File: config.mk
export PLATFORM = sky130hd
export DESIGN_NAME = spi_pkt_ram_port
export DESIGN_NICKNAME = d
export VERILOG_FILES = /design/src/rtl/spi_pr_pkg.sv /design/src/rtl/spi_pr_sync.sv /design/src/rtl/spi_pr_deser.sv /design/src/rtl/spi_pkt_ram_port.sv
export SDC_FILE = /design/constraint.sdc
export NUM_CORES = 1
export LEC_CHECK = 0
export BUFFER_PORTS_ARGS = -buffer_cell sky130_fd_sc_hd__buf_2
export CAP_MARGIN = 20
export CORE_MARGIN = 1
export CORE_UTILIZATION = 60
export CTS_CLUSTER_SIZE = 25
export DETAILED_ROUTE_END_ITERATION = 8
export PLACE_DENSITY = 0.81
export SLEW_MARGIN = 15
export SYNTH_ARGS = -nofsm -noshare
export SYNTH_HDL_FRONTEND = slang
export SYNTH_HIERARCHICAL = 1
export SYNTH_SLANG_ARGS = --single-unit
File: constraint.sdc
create_clock -name clk -period 10.5 [get_ports clk]
set_input_delay 0 -clock clk [delete_from_list [all_inputs] [get_ports clk]]
set_output_delay 0 -clock clk [all_outputs]
set_load 0.005 [all_outputs]
File: src/rtl/spi_pr_pkg.sv
package spi_pr_pkg;

  typedef enum logic [1:0] {
    PH_HDR  = 2'd0,
    PH_RD   = 2'd1,
    PH_WR   = 2'd2,
    PH_SKIP = 2'd3
  } phase_e;

  // Header decode: bit 7 = read, bit 6 reserved, bits 5:0 = address.
  function automatic phase_e hdr_kind(input logic [7:0] h,
                                      input logic [5:0] rx_a,
                                      input logic [5:0] tx_a);
    if (h[7] && (h[5:0] == rx_a)) return PH_RD;
    if (!h[7] && (h[5:0] == tx_a)) return PH_WR;
    return PH_SKIP;
  endfunction

  // Word slot written by data byte number c (1-based).
  function automatic int wr_slot(input int c);
    return (c - 1) / 2;
  endfunction

  // Memory word sent after c data bytes have passed (-1 is the dummy word).
  function automatic int rd_slot(input int c);
    return (c / 2) - 1;
  endfunction

  // Transmit length: stored bytes plus two checksum bytes, saturated.
  function automatic int len_of(input int nbytes, input int depth, input int len_w);
    int stored;
    int sum;
    int maxv;
    stored = (nbytes > 2 * depth) ? 2 * depth : nbytes;
    sum    = stored + 2;
    maxv   = (1 << len_w) - 1;
    return (sum > maxv) ? maxv : sum;
  endfunction

endpackage

File: src/rtl/spi_pr_sync.sv
module spi_pr_sync #(
  parameter int WIDTH = 3,
  parameter int STAGES = 2,
  parameter logic [WIDTH-1:0] RST_VAL = '0
) (
  input  logic             clk,
  input  logic             rst_n,
  input  logic [WIDTH-1:0] din,
  output logic [WIDTH-1:0] dout
);

  logic [WIDTH-1:0] stg [STAGES];

  for (genvar s = 0; s < STAGES; s++) begin : g_stage
    always_ff @(posedge clk or negedge rst_n) begin
      if (!rst_n) begin
        stg[s] <= RST_VAL;
      end else if (s == 0) begin
        stg[s] <= din;
      end else begin
        stg[s] <= stg[(s == 0) ? 0 : s - 1];
      end
    end
  end

  assign dout = stg[STAGES-1];

endmodule

File: src/rtl/spi_pr_deser.sv
module spi_pr_deser #(
  parameter int BITS = 8
) (
  input  logic            clk,
  input  logic            rst_n,
  input  logic            clear,
  input  logic            shift_en,
  input  logic            din,
  output logic            byte_done,
  output logic [BITS-1:0] byte_val
);

  localparam int CW = $clog2(BITS);

  logic [CW-1:0]   bit_cnt;
  logic [BITS-2:0] sr;

  assign byte_val  = {sr, din};
  assign byte_done = shift_en && (bit_cnt == CW'(BITS - 1));

  always_ff @(posedge clk or negedge rst_n) begin
    if (!rst_n) begin
      bit_cnt <= '0;
      sr      <= '0;
    end else if (clear) begin
      bit_cnt <= '0;
    end else if (shift_en) begin
      sr      <= byte_val[BITS-2:0];
      bit_cnt <= byte_done ? '0 : bit_cnt + 1'b1;
    end
  end

endmodule

File: src/rtl/spi_pkt_ram_port.sv
module spi_pkt_ram_port
  import spi_pr_pkg::*;
#(
  parameter int          RAM_AW      = 6,
  parameter int          LEN_W       = 7,
  parameter int          SYNC_STAGES = 2,
  parameter logic [5:0]  RX_REG_ADDR = 6'h01,
  parameter logic [5:0]  TX_REG_ADDR = 6'h02
) (
  input  logic              clk,
  input  logic              rst_n,
  input  logic              spi_cs_n,
  input  logic              spi_sclk,
  input  logic              spi_mosi,
  output logic              spi_miso,
  output logic              tx_we,
  output logic [RAM_AW-1:0] tx_addr,
  output logic [15:0]       tx_wdata,
  output logic              rx_re,
  output logic [RAM_AW-1:0] rx_addr,
  input  logic [15:0]       rx_rdata,
  output logic [LEN_W-1:0]  tx_len,
  output logic              tx_len_upd,
  output logic              evt_addr_ovf
);

  localparam int DEPTH = 1 << RAM_AW;
  localparam int CNT_W = RAM_AW + 3;

  logic cs_n_s, sclk_s, mosi_s;
  logic cs_n_p, sclk_p;
  logic sclk_rise, sclk_fall, cs_rise;
  logic       byte_done;
  logic [7:0] byte_val;

  spi_pr_sync #(.WIDTH(3), .STAGES(SYNC_STAGES), .RST_VAL(3'b100)) sync_i (
    .clk  (clk),
    .rst_n(rst_n),
    .din  ({spi_cs_n, spi_sclk, spi_mosi}),
    .dout ({cs_n_s, sclk_s, mosi_s})
  );

  assign sclk_rise = !cs_n_s && sclk_s && !sclk_p;
  assign sclk_fall = !cs_n_s && !sclk_s && sclk_p;
  assign cs_rise   = cs_n_s && !cs_n_p;

  spi_pr_deser #(.BITS(8)) deser_i (
    .clk      (clk),
    .rst_n    (rst_n),
    .clear    (cs_n_s),
    .shift_en (sclk_rise),
    .din      (mosi_s),
    .byte_done(byte_done),
    .byte_val (byte_val)
  );

  phase_e            phase;
  logic [CNT_W-1:0]  cnt;
  logic              ovf_q;
  logic [7:0]        hi_hold;
  logic [15:0]       rd_hold;
  logic [15:0]       cur_word;
  logic              re_q;
  logic              load_pend;
  logic [7:0]        miso_sr;

  // Named internal events, used by the checker.
  logic wr_word, wr_flush, rd_fetch, ovf_evt, rd_active;
  logic [15:0] word_pick;
  int c_now, c_next, slot_w, slot_r, slot_f, slot_s;

  always_comb begin
    c_now  = int'(cnt);
    c_next = c_now + 1;
    slot_w = wr_slot(c_next);
    slot_r = rd_slot(c_next);
    slot_f = wr_slot(c_now);
    slot_s = rd_slot(c_now);
  end

  assign rd_active = (phase == PH_RD);

  assign wr_word  = (phase == PH_WR) && byte_done && !c_next[0] && !ovf_q && (slot_w < DEPTH);
  assign wr_flush = cs_rise && (phase == PH_WR) && c_now[0] && (slot_f < DEPTH);
  assign rd_fetch = rd_active && byte_done && !c_next[0] && !ovf_q &&
                    (slot_r >= 0) && (slot_r < DEPTH);
  assign ovf_evt  = !ovf_q && byte_done &&
                    (((phase == PH_WR) && c_next[0] && (slot_w >= DEPTH)) ||
                     (rd_active && !c_next[0] && (slot_r >= DEPTH)));

  assign word_pick = ((slot_s >= 0) && (slot_s < DEPTH) && !ovf_q) ? rd_hold : 16'h0000;

  assign tx_we        = wr_word || wr_flush;
  assign tx_addr      = RAM_AW'(wr_flush ? slot_f : slot_w);
  assign tx_wdata     = wr_flush ? {hi_hold, 8'h00} : {hi_hold, byte_val};
  assign rx_re        = rd_fetch;
  assign rx_addr      = RAM_AW'(slot_r);
  assign evt_addr_ovf = ovf_evt;
  assign tx_len_upd   = cs_rise && (phase == PH_WR);
  assign spi_miso     = miso_sr[7];

  always_ff @(posedge clk or negedge rst_n) begin
    if (!rst_n) begin
      cs_n_p    <= 1'b1;
      sclk_p    <= 1'b0;
      phase     <= PH_HDR;
      cnt       <= '0;
      ovf_q     <= 1'b0;
      hi_hold   <= '0;
      rd_hold   <= '0;
      cur_word  <= '0;
      re_q      <= 1'b0;
      load_pend <= 1'b0;
      miso_sr   <= '0;
      tx_len    <= '0;
    end else begin
      cs_n_p <= cs_n_s;
      sclk_p <= sclk_s;
      re_q   <= rd_fetch;
      if (re_q) rd_hold <= rx_rdata;
      if (tx_len_upd) tx_len <= LEN_W'(len_of(c_now, DEPTH, LEN_W));
      if (cs_n_s) begin
        phase     <= PH_HDR;
        cnt       <= '0;
        ovf_q     <= 1'b0;
        load_pend <= 1'b0;
        miso_sr   <= '0;
      end else begin
        if (ovf_evt) ovf_q <= 1'b1;
        if (byte_done) begin
          if (phase == PH_HDR) begin
            phase     <= hdr_kind(byte_val, RX_REG_ADDR, TX_REG_ADDR);
            load_pend <= (hdr_kind(byte_val, RX_REG_ADDR, TX_REG_ADDR) == PH_RD);
          end else if (phase != PH_SKIP) begin
            if (cnt != '1) cnt <= cnt + 1'b1;
            if (rd_active) load_pend <= 1'b1;
            if ((phase == PH_WR) && c_next[0]) hi_hold <= byte_val;
          end
        end
        if (sclk_fall) begin
          if (load_pend) begin
            load_pend <= 1'b0;
            if (!c_now[0]) begin
              cur_word <= word_pick;
              miso_sr  <= word_pick[15:8];
            end else begin
              miso_sr  <= cur_word[7:0];
            end
          end else begin
            miso_sr <= {miso_sr[6:0], 1'b0};
          end
        end
      end
    end
  end

endmodule

==> impl_metrics.csv, run 1 <==
group,metric,value,unit
worst_setup_path,critPathArrivalTime,5.67,ns
worst_setup_path,path_max_fanout,24,
drt,via_per_inst,5.916,
worst_setup_path,crit_chain,"or3_1, nand3b_4, nor4_2, ha_1, ha_1, o21ai_1, nor3_4, nand4_1, ha_1, nor4b_1, nand4_1, a2111oi_2, o211a_1, mux2i_1, xnor2_1, buf_2",
yosys,synth_flop_cell,"dfrtp_1",
yosys,netlist_instances,557,
sta,finClkSkew,0.009380,ns
finish,final_area,6035,um^2
worst_setup_path,cp_num_buf_inv,1,
sta,final-setup-viol-count,0,
drt,vias,4289,
yosys,synth.ff_latch_count,79,
worst_setup_path,crit_required,10.50,ns
sta,relSlewSlack,29.88,%
worst_setup_path,critical-path-slowest-cell,"dfrtp_1",
placed_design,numPortBuffers,60,
finish,final_cell_mix,"dfrtp_1, buf_2, nor2_1",
min_path,hold_class,"in -> reg",
yosys,yosys_warnings,6,
die,fp.dieW,96.53,um
sta,timing.setup.tns,0,ns
global_route,antenna_found_initial,0,
sta,max_freq,176.5,MHz
clock_network,root_buffer,"clkbuf_8",
sta,fin_crit_sh,53.96,%
placed_design,dp.cells,690,
finish,stdcell_count,725,
pwr,cellLeakagePower,2.885,nW
clock_network,cts_tree,"built",
worst_setup_path,worst_path_most_repeated_cell,"ha_1",
finish,area_delta_synth_final,12.56,%
global_route,grt_overflow,0,
yosys,synth_cell_type_count,73,
drt,wl_per_cell,15.95,um
global_route,grt_pass1_wl,19270,um
yosys,synth_area,5361,um^2
clock_network,cts_made_buffers,9,
sta,hold_viol,0,
global_route,grt_start_max_net_pins,80,
run,drv_cap,0,
clock_network,cts_max_path_buffers,2,
finish,final_common_cell,"dfrtp_1",
die,dieArea,9318,um^2
die,num_rows,34,
placed_design,place_ws,4.830,ns
sta,tightest_slew,1.044,ns
yosys,synthArstFlopShare,100.0,%
die,core,8678,um^2
clock_network,h-tree-depth,3,
sta,worst_slack,4.834,ns
worst_setup_path,criticalPathCategory,"reg -> out",
clock_network,cts_resized,0,
yosys,syn_avg_cell_area,9.625,um^2
status,run_status,"finished clean",
clock_network,clkSlewWorstSetupHoldPaths,0.07,ns
worst_setup_path,cpPeakStageDelay,0.68,ns
global_route,grt_pass1_vias,4068,
drt,drtAntennaViolNets,0,
global_route,gr-usage-all-layers,27.13,%
worst_setup_path,cp-start-kind,"flop",
placed_design,routabilityCongestion,0.8606,
finish,drive_gt1_share,21.88,%
clock_network,insertion_delay,0.35,ns
die,start_util,61.78,%
sta,period_needed,5.666,ns
yosys,synth_nets,607,
placed_design,dp_hpwl,7943,um
die,die_h,96.53,um
sta,rsz0062_at_grt,"no",
drt,wl,11570,um
placed_design,placed_area,5622,um^2
finish,layout.nets,664,
die,num_io_pins,61,
drt,drt_pass1_iterations,5,
worst_setup_path,cp-end-kind,"output port",
pwr,peakVddDrop,118.8,uV
yosys,ys_seq_area_share,36.94,%
sta,slew_violations,0,
drt,dr.first_iter.drc_count,232,
clock_network,cts_num_sinks,79,
worst_setup_path,crit_family,"simple AND/OR/NAND/NOR gates",
pwr,power_per_cell_area,99.72,nW/um^2
finish,nFillCells,671,
drt,drt_drc_violations_left,0,
yosys,synth-edff-count,0,
finish,antenna_cells,0,
==> flip-flops by register name, summed over array words and instances, names as in the netlist <==
signal,cells
cnt,9
cs_n_p,1
cur_word,8
deser_i/bit_cnt,3
deser_i/sr,7
hi_hold,8
load_pend,1
miso_sr,8
ovf_q,1
phase,2
rd_hold,16
re_q,1
sclk_p,1
sync_i/dout,3
sync_i/stg,3
tx_len,7
==> Yosys cell counts, drive strengths merged, types with 2 or more instances <==
cell type | number | area share [%]
dfrtp | 76 | 35
nor2 | 60 | 4.5
xnor2 | 38 | 6.2
nand2 | 37 | 2.6
mux2 | 34 | 7.6
a21oi | 31 | 3.1
ha | 29 | 6.8
buf | 26 | 3.0
nand3 | 19 | 1.9
o21ai | 18 | 1.7
nor2b | 15 | 1.9
and3 | 13 | 1.5
clkbuf | 12 | 0.84
nand4 | 12 | 1.4
inv | 11 | 0.77
nor3 | 11 | 1.3
xor2 | 11 | 2.5
nand2b | 10 | 1.2
a211oi | 8 | 1.1
or3 | 7 | 0.82
and2 | 6 | 0.70
nor4 | 6 | 0.70
nand3b | 5 | 0.93
o31ai | 5 | 0.70
and4 | 4 | 0.65
nor4b | 4 | 0.65
o22a | 4 | 0.65
a21boi | 3 | 0.49
a22oi | 3 | 0.42
a31o | 3 | 0.49
a31oi | 3 | 0.35
dfstp | 3 | 1.5
mux2i | 3 | 0.56
o211a | 3 | 0.56
a2111oi | 2 | 0.44
a21o | 2 | 0.28
a32o | 2 | 0.37
nor3b | 2 | 0.49
nor4bb | 2 | 0.37
==> per-stage QoR <==
stage / utilization [%] / hold WS [ns] / total power [mW]
final: 69.54 / 0.2882 / 0.6018
after global routing: 69.54 / 0.2751 / 0.6243
after CTS: 69.38 / 0.2734 / 0.6068
after detailed placement: 64.78 / 0.1082 / 0.3707
after global placement: 64.65 / 0.1048 / 0.3692
after floorplan: - / -0.2956 / 0.3502
==> layer usage <==
| metal | up-vias | track usage, % | share of wire (%) |
|---|---|---|---|
| li1 | 2096 | - | - |
| met1 | 2060 | 34.79 | 44 |
| met2 | 111 | 45.19 | 50 |
| met4 | 0 | 11.52 | 2.1 |
| met5 | - | 0 | 0 |
| met3 | 22 | 4.773 | 3.9 |
==> final timing paths <==
| check | from | endpoint | slack [ns] | cells past startpoint |
|---|---|---|---|---|
| min | spi_sclk | sync_i/stg[4] | 0.29 | 2 |
| min in group asynchronous | rst_n | rd_hold[13] | 0.34 | 2 |
| min reg2reg | sync_i/stg[3] | sync_i/dout[0] | 0.35 | 0 |
| max reg2reg | cnt[0] | ovf_q | 5.34 | 18 |
| max in group asynchronous | rst_n | cnt[1] | 9.54 | 2 |
| max | cnt[3] | tx_addr[3] | 4.83 | 16 |
==> layout make-up <==
cell class	count	area [um^2]	area share, %
Clock inverter	5	75.07	1.244
Sequential cell	79	1981	32.82
Tap cell	108	135.1	2.239
Inverter	11	41.29	0.6842
Multi-Input combinational cell	429	3142	52.06
Clock buffer	9	123.9	2.053
Timing Repair Buffer	84	536.8	8.895
==> logic make-up (layout without fill, tap and decap cells) <==
logic type,after synthesis,after routing,synth area share (%)
and+or+nand+nor,220,220,22.87
AOI/OAI and AO/OA,94,94,11.95
DFF,79,79,36.94
xor gates and xnor gates,49,49,8.705
buffers and inverters,49,109,4.574
muxes,37,37,8.191
adders and majority gates,29,29,6.768
==> what timing repair did <==
action	4_1_cts	5_1_grt
hold buffers	20	0
setup buffers	0	0
endpoints found under the setup margin	0	0
hold endpoints to repair	95	0
==> where the power goes <==
part	internal [mW]	switching [mW]
Clock	0.130	0.101
Combinational	0.0270	0.0181
Sequential	0.313	0.0120
No activity file was read; power rests on OpenSTA's default activity.
==> run 2: changes to the inputs <==
Settings changed: ABC_AREA from default to 1, CORE_UTILIZATION 60 to 59, PLACE_DENSITY 0.81 to 0.8.
Clock period 10.5 ns to 5.4 ns, I/O delays scaled along.
==> impl_metrics.csv, run 2 <==
group,metric,value,unit
status,run_status,"finished clean",
yosys,synthTopCellsByArea,"dfrtp_1, nand2_1, ha_1",
global_route,gr-usage-all-layers,29.28,%
die,num_io_pins,61,
global_route,grt_start_max_net_pins,80,
drt,drt_drc_violations_left,0,
yosys,synth.most_common_cell,"nand2_1",
drt,drtAntennaViolNets,0,
sta,finClkSkew,0.01339,ns
worst_setup_path,cp_num_buf_inv,2,
sta,slew_violations,0,
global_route,use_met1,35.42,%
global_route,grt_overflow,0,
clock_network,h-tree-depth,3,
drt,wl_per_cell,14.81,um
yosys,synth_cell_type_count,48,
finish,antenna_cells,0,
finish,drive_gt1_share,20.92,%
clock_network,insertion_delay,0.36,ns
finish,area_delta_synth_final,14.37,%
worst_setup_path,crit_family,"simple AND/OR/NAND/NOR gates",
worst_setup_path,critPathArrivalTime,4.95,ns
sta,max_freq,202.1,MHz
clock_network,root_buffer,"clkbuf_8",
die,dieArea,9234,um^2
clock_network,cts_tree,"built",
drt,wl,12530,um
global_route,grt.met2_usage,52.48,%
min_path,hold_class,"in -> reg",
drt,via_per_inst,5.564,
min_path,hold_path_end,"sync_i/stg[3]",
yosys,yosys_warnings,6,
global_route,grt_pass1_vias,4580,
finish,multi_input_area,2816,um^2
yosys,netlist_instances,664,
sta,period_needed,4.948,ns
worst_setup_path,criticalPathCategory,"reg -> out",
finish,top_register,"rd_hold",
clock_network,clkSlewWorstSetupHoldPaths,0.08,ns
worst_setup_path,cpPeakStageDelay,0.58,ns
global_route,grt_busiest_layer,"met2",
finish,nFillCells,695,
finish,final_cell_mix,"nand2_1, dfrtp_1, inv_1",
global_route,grt_pass1_wl,20490,um
sta,final-setup-viol-count,0,
worst_setup_path,reg2reg_depth,27,
pwr,cellLeakagePower,3.141,nW
drt,vias,4707,
sta,rsz0062_at_grt,"no",
yosys,synth-edff-count,0,
worst_setup_path,path_max_fanout,9,
worst_setup_path,crit_cells,27,
die,die_h,96.10,um
yosys,yosys.area.top_type,"dfrtp_1",
sta,tightest_slew,0.9677,ns
worst_setup_path,cp-end-kind,"output port",
worst_setup_path,critical-path-slowest-cell,"dfrtp_1",
placed_design,dp_hpwl,9153,um
finish,seqCellArea,1982,um^2
pwr,finalPower,1.161,mW
worst_setup_path,r2r_slack,0.85,ns
min_path,holdCritStartpoint,"spi_mosi",
yosys,synth_area,5224,um^2
pwr,power_per_cell_area,194.4,nW/um^2
yosys,synth.ff_latch_count,79,
yosys,ys_seq_area_share,37.92,%
placed_design,numPortBuffers,60,
sta,relSlewSlack,35.49,%
yosys,synth_nets,714,
die,fp.dieW,96.10,um
worst_setup_path,crit_required,5.40,ns
clock_network,cts_num_sinks,79,
min_path,hold_path_depth,2,
yosys,ys_top_cells_by_count,"nand2_1, dfrtp_1, inv_1",
drt,dr.first_iter.drc_count,252,
worst_setup_path,regToRegEndpoint,"ovf_q",
yosys,synth_flop_cell,"dfrtp_1",
pwr,peakVddDrop,175.4,uV
die,core,8382,um^2
yosys,synth_top_area_share,36.41,%
finish,largest_reg_flops,16,
clock_network,cts_made_buffers,9,
global_route,met3_usage,3.870,%
clock_network,cts_max_path_buffers,2,
yosys,syn_avg_cell_area,7.867,um^2
yosys,synthArstFlopShare,100.0,%
finish,reg.largest.list,"rd_hold: 16 flops, cnt: 9 flops",
sta,timing.setup.tns,0,ns
finish,fin_util,71.28,%
global_route,antenna_found_initial,0,
worst_setup_path,timing.rr.start,"cnt[3]",
run,drv_cap,0,
sta,fin_crit_sh,91.63,%
finish,final_common_cell,"nand2_1",
die,start_util,62.32,%
sta,hold_viol,0,
worst_setup_path,cp-start-kind,"flop",
die,num_rows,33,
drt,drt_pass1_iterations,7,
placed_design,routabilityCongestion,0.9623,
finish,layout.nets,787,
-- run 2: cell families after synthesis --
kind of cell	synth area share, %
and+or+nand+nor	30.44
buffers and inverters	8.167
AOI/OAI and AO/OA	10.97
DFF	37.92
adders and majority gates	6.946
xor gates and xnor gates	3.832
muxes	1.725
-- run 2: layer usage --
metal / up-vias / part of all wire, %
met5: - / 0
met4: 0 / 1.8
met3: 20 / 4.5
met2: 145 / 52
met1: 2205 / 42
li1: 2337 / -
-- run 2: metrics by stage --
step                hold slack, ns  cells  setup WS [ns]  cell area [um^2]
floorplan                  -0.2956    664          1.300              5224
global placement            0.1060    809         0.9883              5544
detailed placement          0.1077    809         0.7843              5544
CTS                         0.2708    844         0.3747              5954
global route                0.2820    846        0.05062              5974
finish                      0.2849    846         0.4518              5974
-- run 2: how the worst max path moves through the flow --
stage	from	endpoint	slack (ns)
detailed placement	cnt[1]	tx_we	0.78
global route	cnt[3]	tx_we	0.05
finish	cnt[3]	tx_we	0.45
floorplan	cnt[1]	ovf_q	1.30
global placement	cnt[1]	tx_we	0.99
CTS	cnt[1]	tx_we	0.37
-- run 2: area by class of cell --
type,instances,area share [%]
multi-input cells,484,47.14
flip-flops and latches,79,33.17
repair buffers,84,8.984
inverters,79,4.984
well taps,105,2.199
clock buffers,9,2.073
clock inverters,6,1.445
-- run 2: repair_timing --
| item | 4_1_cts | 5_1_grt |
|---|---|---|
| buffers inserted | 0 | 2 |
| hold buffers | 20 | 0 |
| gates resized for setup | 0 | 3 |
| endpoints found under the hold margin | 95 | 0 |
| setup endpoints to repair | 0 | 2 |
-- run 2: where the power goes --
| group | leakage (nW) | total [mW] | internal, mW | switching, mW |
|---|---|---|---|---|
| logic | 2.00 | 0.0722 | 0.0308 | 0.0414 |
| registers | 1.03 | 0.614 | 0.604 | 0.00971 |
| clock network | 0.105 | 0.475 | 0.257 | 0.219 |
| total | 3.14 | 1.16 | 0.892 | 0.270 |
==> run 3: changes to the inputs <==
Settings changed: SYNTH_HIERARCHICAL 1 to default.
==> impl_metrics.csv, run 3 <==
group,metric,value,unit
finish,antenna_cells,0,
clock_network,clkSlewWorstSetupHoldPaths,0.08,ns
finish,top_register,"rd_hold",
pwr,cellLeakagePower,3.013,nW
worst_setup_path,crit_required,5.40,ns
sta,tightest_slew,0.9752,ns
yosys,synth_cell_type_count,42,
min_path,hold_class,"in -> reg",
pwr,finalPower,1.209,mW
global_route,grt_overflow,0,
global_route,grt_pass1_vias,4294,
placed_design,numPortBuffers,60,
sta,rsz0062_at_grt,"no",
die,core,8175,um^2
die,start_util,60.94,%
clock_network,insertion_delay,0.35,ns
run,drv_cap,0,
die,fp.dieW,93.90,um
placed_design,routabilityCongestion,0.9369,
pwr,power_per_cell_area,209.1,nW/um^2
clock_network,h-tree-depth,3,
placed_design,dp_hpwl,8162,um
yosys,netlist_instances,629,
drt,dr.first_iter.drc_count,213,
sta,hold_viol,0,
yosys,synth_top_area_share,38.17,%
yosys,synth_flop_cell,"dfrtp_1",
sta,final-setup-viol-count,0,
yosys,syn_avg_cell_area,7.921,um^2
worst_setup_path,crit_family,"simple AND/OR/NAND/NOR gates",
worst_setup_path,worst_path_most_repeated_cell,"nand2_1",
finish,seqCellArea,1981,um^2
worst_setup_path,critical-path-slowest-cell,"dfrtp_1",
global_route,grt_start_max_net_pins,80,
yosys,yosys_warnings,0,
pwr,peakVddDrop,307.9,uV
worst_setup_path,critPathArrivalTime,4.87,ns
clock_network,root_buffer,"clkbuf_8",
finish,reg.largest.list,"rd_hold: 16 flops, cnt: 9 flops",
yosys,ys_seq_area_share,39.75,%
drt,vias,4583,
clock_network,cts_setup_buffers,0,
clock_network,cts_made_buffers,9,
drt,wl,11250,um
clock_network,cts_tree,"built",
global_route,grt_pass1_wl,19190,um
sta,max_freq,205.2,MHz
yosys,yosys.area.top_type,"dfrtp_1",
finish,drive_gt1_share,18.36,%
sta,fin_crit_sh,90.26,%
die,die_h,93.90,um
die,dieArea,8816,um^2
status,run_status,"finished clean",
worst_setup_path,cp-start-kind,"flop",
yosys,synth.ff_latch_count,79,
drt,drtAntennaViolNets,0,
yosys,ys_top_cells_by_count,"nand2_1, dfrtp_1, inv_1",
finish,nFillCells,687,
drt,wl_per_cell,13.84,um
worst_setup_path,cp-end-kind,"output port",
sta,slew_violations,0,
clock_network,cts_max_path_buffers,2,
finish,final_cell_mix,"nand2_1, dfrtp_1, inv_1",
drt,drt_pass1_iterations,5,
finish,multi_input_area,2620,um^2
finish,area_delta_synth_final,16.00,%
yosys,synth.most_common_cell,"nand2_1",
finish,largest_reg_flops,16,
die,num_io_pins,61,
worst_setup_path,cp_num_buf_inv,5,
worst_setup_path,cpPeakStageDelay,0.47,ns
sta,period_needed,4.874,ns
drt,via_per_inst,5.637,
global_route,antenna_found_initial,0,
yosys,synth_nets,679,
die,num_rows,33,
yosys,synth-edff-count,0,
finish,final_common_cell,"nand2_1",
worst_setup_path,criticalPathCategory,"reg -> out",
global_route,gr-usage-all-layers,27.75,%
yosys,synthArstFlopShare,100.0,%
sta,relSlewSlack,34.75,%
clock_network,cts_num_sinks,79,
sta,finClkSkew,0.009359,ns
sta,timing.setup.tns,0,ns
drt,drt_drc_violations_left,0,
finish,layout.nets,753,
yosys,synthTopCellsByArea,"dfrtp_1, nand2_1, ha_1",
worst_setup_path,path_max_fanout,9,
yosys,synth_area,4982,um^2
==> run 3: power breakdown <==
part           internal [mW]  total [mW]  switching, mW  leakage (nW)
Sequential             0.607       0.617        0.00919          1.03
Combinational         0.0338      0.0791         0.0453          1.87
Clock                  0.308       0.513          0.205         0.114
==> run 3: worst paths after layout <==
kind / startpoint / end / slack (ns) / cells past startpoint
max in group asynchronous: rst_n / tx_len[3] / 4.45 / 2
setup / recovery: cnt[1] / tx_we / 0.53 / 30
setup reg to reg: cnt[1] / ovf_q / 0.90 / 30
min in group asynchronous: rst_n / re_q / 0.34 / 2
hold / removal: spi_mosi / sync_i.stg[3] / 0.29 / 2
hold reg to reg: sync_i.stg[4] / sync_i.dout[1] / 0.36 / 0
==> run 3: what timing repair did <==
item | CTS | global route
hold buffers | 20 | 0
setup endpoints to repair | 0 | 2
hold endpoints to repair | 95 | 0
resized for setup | 0 | 1
==> run 3: cells by family after synthesis <==
kind of cell,synth area share [%]
and+or+nand+nor,27.98
buffers and inverters,7.710
AOI/OAI and AO/OA,10.77
DFF,39.75
adders and majority gates,7.283
xor gates and xnor gates,4.696
muxes,1.808
==> run 3: per-stage QoR <==
stage               hold slack, ns  instance area, um^2  utilization, %  setup WS [ns]  cells
floorplan                  -0.2956                 4982               -          1.432    629
global placement            0.1051                 5339           65.30          1.038    777
detailed placement          0.1077                 5339           65.30         0.7697    777
CTS                         0.2746                 5777           70.66         0.3443    813
global route                0.2813                 5779           70.69        0.04467    813
finish                      0.2877                 5779           70.69         0.5259    813
==> run 3: area by class of cell <==
| type | count | area share [%] |
|---|---|---|
| Multi-Input combinational cell | 454 | 45.33 |
| Sequential cell | 79 | 34.27 |
| Timing Repair Buffer | 82 | 8.963 |
| Inverter | 77 | 5.044 |
| Clock buffer | 11 | 2.273 |
| Tap cell | 105 | 2.273 |
| Clock inverter | 5 | 1.840 |
==> run 3: metal layers <==
metal  wire length [um]  track usage, %  vias to the layer above
met2               5446           45.86                      151
met1               4967           36.36                     2166
met4                292           12.31                        0
met5                  0               0                        -
li1                   -               -                     2239
met3                547           3.803                       27
